**src/rtl/pq_event_gate.sv**
```systemverilog
module pq_event_gate #(
  parameter int NUM_SRC = 8,
  parameter int PAGE_SHIFT = 13,
  localparam int SRC_W = (NUM_SRC > 1) ? $clog2(NUM_SRC) : 1,
  localparam int ADDR_W = SRC_W + PAGE_SHIFT
) (
  input  logic               clk,
  input  logic               rst_n,
  input  logic [NUM_SRC-1:0] irq_in,
  input  logic [NUM_SRC-1:0] level_sel,
  input  logic               store_eoi_en,
  input  logic               req_valid,
  input  logic               req_write,
  input  logic [ADDR_W-1:0]  req_addr,
  output logic               rsp_valid,
  output logic [63:0]        rsp_data,
  output logic               ntf_valid,
  input  logic               ntf_ready,
  output logic [SRC_W-1:0]   ntf_src
);

  localparam bit SPLIT = (PAGE_SHIFT == 13) || (PAGE_SHIFT == 17);

  // {fire, next_state}
  function automatic logic [2:0] pq_trig(input logic [1:0] s);
    case (s)
      2'b00:   return 3'b110;
      2'b01:   return 3'b001;
      default: return 3'b011;
    endcase
  endfunction

  function automatic logic [2:0] pq_eoi(input logic [1:0] s, input logic lvl);
    if (s == 2'b01) return 3'b001;
    if (s[0] | lvl) return 3'b110;
    return 3'b000;
  endfunction

  logic [NUM_SRC-1:0][1:0] pq_q, pq_d;
  logic [NUM_SRC-1:0]      line_q, npend_q, fire, hit, pop_mask;
  logic                    in_mgmt;

  wire [SRC_W-1:0] req_src  = req_addr[ADDR_W-1:PAGE_SHIFT];
  wire [3:0]       req_op   = req_addr[11:8];
  wire             unused_lo = &{1'b0, req_addr[7:0]};
  wire             in_range = ({1'b0, req_src} < (SRC_W+1)'(NUM_SRC));

  generate
    if (SPLIT) begin : g_split
      assign in_mgmt = req_addr[PAGE_SHIFT-1];
    end else begin : g_single
      assign in_mgmt = 1'b1;
    end
  endgenerate

  wire is_load  = req_valid & ~req_write;
  wire is_store = req_valid & req_write;
  wire do_set   = is_load & in_mgmt & (req_op[3:2] == 2'b11);
  wire do_eoi   = (is_load & in_mgmt & (req_op == 4'h0)) |
                  (is_store & in_mgmt & (req_op == 4'h4) & store_eoi_en);
  wire do_strig = is_store & (SPLIT ? ~in_mgmt : (req_op != 4'h4));
  wire rd_op    = (req_op == 4'h0) | (req_op == 4'h8) | (req_op[3:2] == 2'b11);

  genvar i;
  generate
    for (i = 0; i < NUM_SRC; i++) begin : g_src
      logic [2:0] sw, hw;
      assign hit[i] = req_valid & in_range & (req_src == SRC_W'(i));
      always_comb begin
        sw = {1'b0, pq_q[i]};
        if (hit[i]) begin
          if (do_set)        sw = {1'b0, req_op[1:0]};
          else if (do_eoi)   sw = pq_eoi(pq_q[i], level_sel[i] & line_q[i]);
          else if (do_strig) sw = pq_trig(pq_q[i]);
        end
        hw = (irq_in[i] & ~line_q[i]) ? pq_trig(sw[1:0]) : {1'b0, sw[1:0]};
      end
      assign pq_d[i] = hw[1:0];
      assign fire[i] = sw[2] | hw[2];

      assert_off_sticky_R3: assert property (@(posedge clk) disable iff (!rst_n)
        (pq_q[i] == 2'b01 && !hit[i]) |=> pq_q[i] == 2'b01);
      assert_notify_has_p_R2: assert property (@(posedge clk) disable iff (!rst_n)
        $rose(npend_q[i]) |-> pq_q[i][1]);
      assert_p_held_R11: assert property (@(posedge clk) disable iff (!rst_n)
        (pq_q[i][1] && !hit[i]) |=> pq_q[i][1]);
    end
  endgenerate

  always_comb begin
    ntf_src = '0;
    for (int k = NUM_SRC - 1; k >= 0; k--)
      if (npend_q[k]) ntf_src = SRC_W'(k);
  end
  assign ntf_valid = |npend_q;
  assign pop_mask  = (ntf_valid & ntf_ready) ? (NUM_SRC'(1) << ntf_src) : '0;

  always_ff @(posedge clk) begin
    if (!rst_n) begin
      pq_q      <= '0;
      line_q    <= '0;
      npend_q   <= '0;
      rsp_valid <= 1'b0;
      rsp_data  <= '0;
    end else begin
      pq_q      <= pq_d;
      line_q    <= irq_in;
      npend_q   <= (npend_q & ~pop_mask) | fire;
      rsp_valid <= is_load;
      rsp_data  <= (is_load & in_mgmt & in_range & rd_op) ? {62'b0, pq_q[req_src]} : '0;
    end
  end

  assert_load_reply_R13: assert property (@(posedge clk) disable iff (!rst_n)
    (req_valid && !req_write) |=> rsp_valid);
  assert_no_stray_reply_R13: assert property (@(posedge clk) disable iff (!rst_n)
    !(req_valid && !req_write) |=> !rsp_valid);
  assert_notify_held_R12: assert property (@(posedge clk) disable iff (!rst_n)
    (ntf_valid && !ntf_ready) |=> ntf_valid);

endmodule

```
**config.mk**
```make
export PLATFORM = sky130hd
export DESIGN_NAME = pq_event_gate
export DESIGN_NICKNAME = d
export VERILOG_FILES = /design/src/rtl/pq_event_gate.sv
export SDC_FILE = /design/constraint.sdc
export NUM_CORES = 1
export LEC_CHECK = 0
export BUFFER_PORTS_ARGS = -buffer_cell sky130_fd_sc_hd__clkbuf_2
export CAP_MARGIN = 20
export CELL_PAD_IN_SITES_DETAIL_PLACEMENT = 0
export CELL_PAD_IN_SITES_GLOBAL_PLACEMENT = 1
export CORE_MARGIN = 3
export CORE_UTILIZATION = 32
export CTS_BUF_LIST = sky130_fd_sc_hd__clkbuf_4 sky130_fd_sc_hd__clkbuf_8 sky130_fd_sc_hd__clkbuf_16
export DETAILED_ROUTE_END_ITERATION = 10
export PLACE_DENSITY = 0.83
export SYNTH_ARGS = -nofsm -noshare
export SYNTH_HDL_FRONTEND = slang
export SYNTH_SLANG_ARGS = --single-unit
```
**constraint.sdc**
```tcl
create_clock -name clk -period 2.1 [get_ports clk]
set_clock_uncertainty 0.15 [all_clocks]
set_input_delay 0.21 -clock clk [delete_from_list [all_inputs] [get_ports clk]]
set_output_delay 0.21 -clock clk [all_outputs]
set_load 0.02 [all_outputs]
```
==> flow_summary_export.csv <==
group,metric,value,unit
synthesis,synth_top_cell_area_share,0.239,
power_and_ir_drop,leakagePower,1.45,nW
clocking,h-tree-depth,2,
synthesis,yosys_most_used_dff,"dfxtp_1",
routing,viasPerCell,5.02,
synthesis,synth_seq_cells,35,
synthesis,ys_seq_area_frac,0.239,
clocking,cts_tree,"done",
floorplanning,fp.dieH,102,µm
routing,drtIter0Drc,138,
clocking,cts-buffers-inserted,5,
job,cap_violations,0,
setup_path,required,2190,ps
global_routing,grt_pass1_vias,2553,
cells_and_area,layout.cells.non_filler,553,
clocking,clockBufferDepth,2,
cells_and_area,area_growth_syn_to_layout,14.3,%
timing,tightestPinTransition,608,ps
cells_and_area,drive_gt1_frac,0.229,
synthesis,yosysTopAreaCell,"dfxtp_1",
setup_path,rr_startpoint,"pq_q[0]",
floorplanning,rows,34,
clocking,insertion_delay,290,ps
setup_path,startpoint,"req_addr[8]",
routing,detail-route-antenna-nets,0,
timing,finalCritPeriodShare,0.942,
setup_path,path_max_fanout,6,
routing,wl_per_cell,14.0,µm
synthesis,synthTopCellsByArea,"dfxtp_1 24%, buf_4 16%, nor2_1 4.4%, a21oi_1 4.3%, nand2_1 4.0%",
worst_hold_path,hp-class,"in -> reg",
power_and_ir_drop,fin_total_pwr,0.00190,W
power_and_ir_drop,vdd_ir_drop_max,0.000258,V
timing,drv_slew,0,
setup_path,timing.rr.end,"npend_q[0]",
setup_path,setup.worst_path.class,"in -> reg",
floorplanning,chipWidth,102,µm
cells_and_area,post-route-util,0.380,
routing,wl,7760,µm
worst_hold_path,hold_end,"line_q[5]",
cells_and_area,layout.nets,482,
synthesis,synth_area_per_cell,7.81,µm²
cells_and_area,final_cell_mix,"62 x conb_1, 38 x buf_4, 36 x clkbuf_2",
floorplanning,core_area,0.00881,mm²
setup_path,slowest_stage,"or4b_4",
global_routing,overflow,0,
timing,achievable-frequency,506,MHz
synthesis,yosys_warnings,0,
setup_path,critPathMaxStageDelay,560,ps
setup_path,worstRegToRegCells,6,
timing,slew_headroom,0.595,
power_and_ir_drop,power-per-cell-area,568,mW/mm²
cells_and_area,final_common_cell,"conb_1",
global_routing,grt_max_degree,35,
timing,setup_violations,0,
timing,hold_viol_final,0,
setup_path,r2r_slack,340,ps
synthesis,syn_area,0.00293,mm²
clocking,cts.sink_count,35,
floorplanning,start_util,0.332,
routing,drc_errors,0,
setup_path,endpoint_kind,"flop",
setup_path,crit_chain,"clkbuf_2 > or4b_4 > buf_4 > a211oi_2 > mux2i_1 > a221o_1 > nor3_1 > o21a_1",
cells_and_area,antenna_cells,0,
timing,timing.final.crit_period,1980,ps
placed_design,io_buffers,36,
timing,hold_slack,1.74,ps
setup_path,worstPathArrival,2070,ps
worst_hold_path,holdPathStages,2,
worst_hold_path,hp-start,"irq_in[5]",
routing,vias,2774,
floorplanning,ios,107,
clocking,clk_pin_slew,70,ps
placed_design,placedCellCount,541,
synthesis,synth_edf_count,0,
synthesis,async_reset_ff_frac,0,
outcome,outcome,"complete, no violations",
global_routing,grt.total_usage,0.153,
global_routing,antenna_found_initial,0,
setup_path,critPathLaunchType,"primary input",
placed_design,hpwl,6000,µm
global_routing,grt_pass1_wl,12600,µm
clocking,clockRootBuffer,"clkbuf_8",
placed_design,gp_congestion,0.885,
floorplanning,die-area,0.0103,mm²
synthesis,syn_inst,375,
routing,dr.pass1.iters,4,
clocking,cts_setup_buffers,0,
synthesis,synth_cell_types,57,
==> how the worst max path moves through the flow <==
| stage | end | slack, ps | cells after the start |
|---|---|---|---|
| 2_1_floorplan | npend_q[0] | 50 | 9 |
| 3_3_place_gp | npend_q[3] | -190 | 7 |
| 3_5_place_dp | npend_q[3] | -200 | 7 |
| 4_1_cts | npend_q[6] | 80 | 8 |
| 5_1_grt | pq_q[12] | -3 | 8 |
| 6_report | npend_q[6] | 120 | 8 |
==> synth_stat cells (2+ instances only) <==
library cell	instances
a211oi_1	2
a211oi_2	5
a21boi_0	4
a21boi_1	2
a21o_1	2
a21oi_1	25
a221o_1	3
a2bb2oi_1	3
a31oi_1	9
and2_1	10
and3_1	3
and3b_1	3
buf_2	2
buf_4	62
buf_6	5
clkbuf_1	8
dfxtp_1	35
inv_1	13
mux2i_1	6
mux4_2	4
nand2_1	31
nand2b_1	2
nand3_1	10
nand3b_1	4
nand4_1	4
nor2_1	34
nor2b_1	11
nor3_1	4
nor3_2	3
nor4_1	3
o21a_1	11
o21ai_0	13
o22a_1	8
o22ai_1	3
o2bb2ai_1	2
o311a_1	2
o31a_1	2
o31ai_1	3
==> critical path: cells and delay by family <==
family,cells,cell delay [ps]
compound gates,3,700
buf+inv,2,280
mux,1,120
simple gates,2,750
==> per-layer routing <==
metal	vias up	wire (µm)	track usage
met4	0	201	0.0624
met5	-	0	0
met2	115	3660	0.243
met3	16	511	0.0296
li1	1359	-	-
met1	1284	3390	0.203
==> registers in the layout, summed over array words and instances (netlist names) <==
name / count
rsp_data: 2
rsp_valid: 1
npend_q: 8
line_q: 8
pq_q: 16
==> cell type report <==
cell class	count	area, µm²
flip-flops and latches	35	701
multi-input cells	311	1850
clock buffers	8	104
fillers	928	5460
well taps	108	135
inverters	13	48.8
repair buffers	78	505
==> through the flow <==
| step | setup TNS [ps] | area (µm²) | setup slack, ps |
|---|---|---|---|
| after global routing | -3.09 | 3350 | -3.09 |
| after CTS | 0 | 3330 | 84.7 |
| after detailed placement | -3380 | 3200 | -196 |
| after global placement | -2950 | 3200 | -188 |
| after floorplan | 0 | 3160 | 53.1 |
| final | 0 | 3350 | 122 |
==> repair_timing <==
action	in CTS	in global routing
resized for setup	0	2
hold buffers	3	1
setup endpoints to repair	0	3
endpoints found under the hold margin	3	1
==> cell families after synthesis <==
| logic type | after synthesis | synth area share |
|---|---|---|
| compound gates | 110 | 0.271 |
| buf+inv | 90 | 0.209 |
| flops | 35 | 0.239 |
| mux | 10 | 0.0513 |
| other cells | 1 | 0.00128 |
| simple gates | 129 | 0.228 |
==> power by group <==
group | switching (W) | internal [W] | total, W
clock | 0.000255 | 0.000313 | 0.000567
sequential | 0.0000678 | 0.000715 | 0.000783
combinational | 0.000338 | 0.000213 | 0.000551
Note: power is estimated with default switching activity, not from simulation.
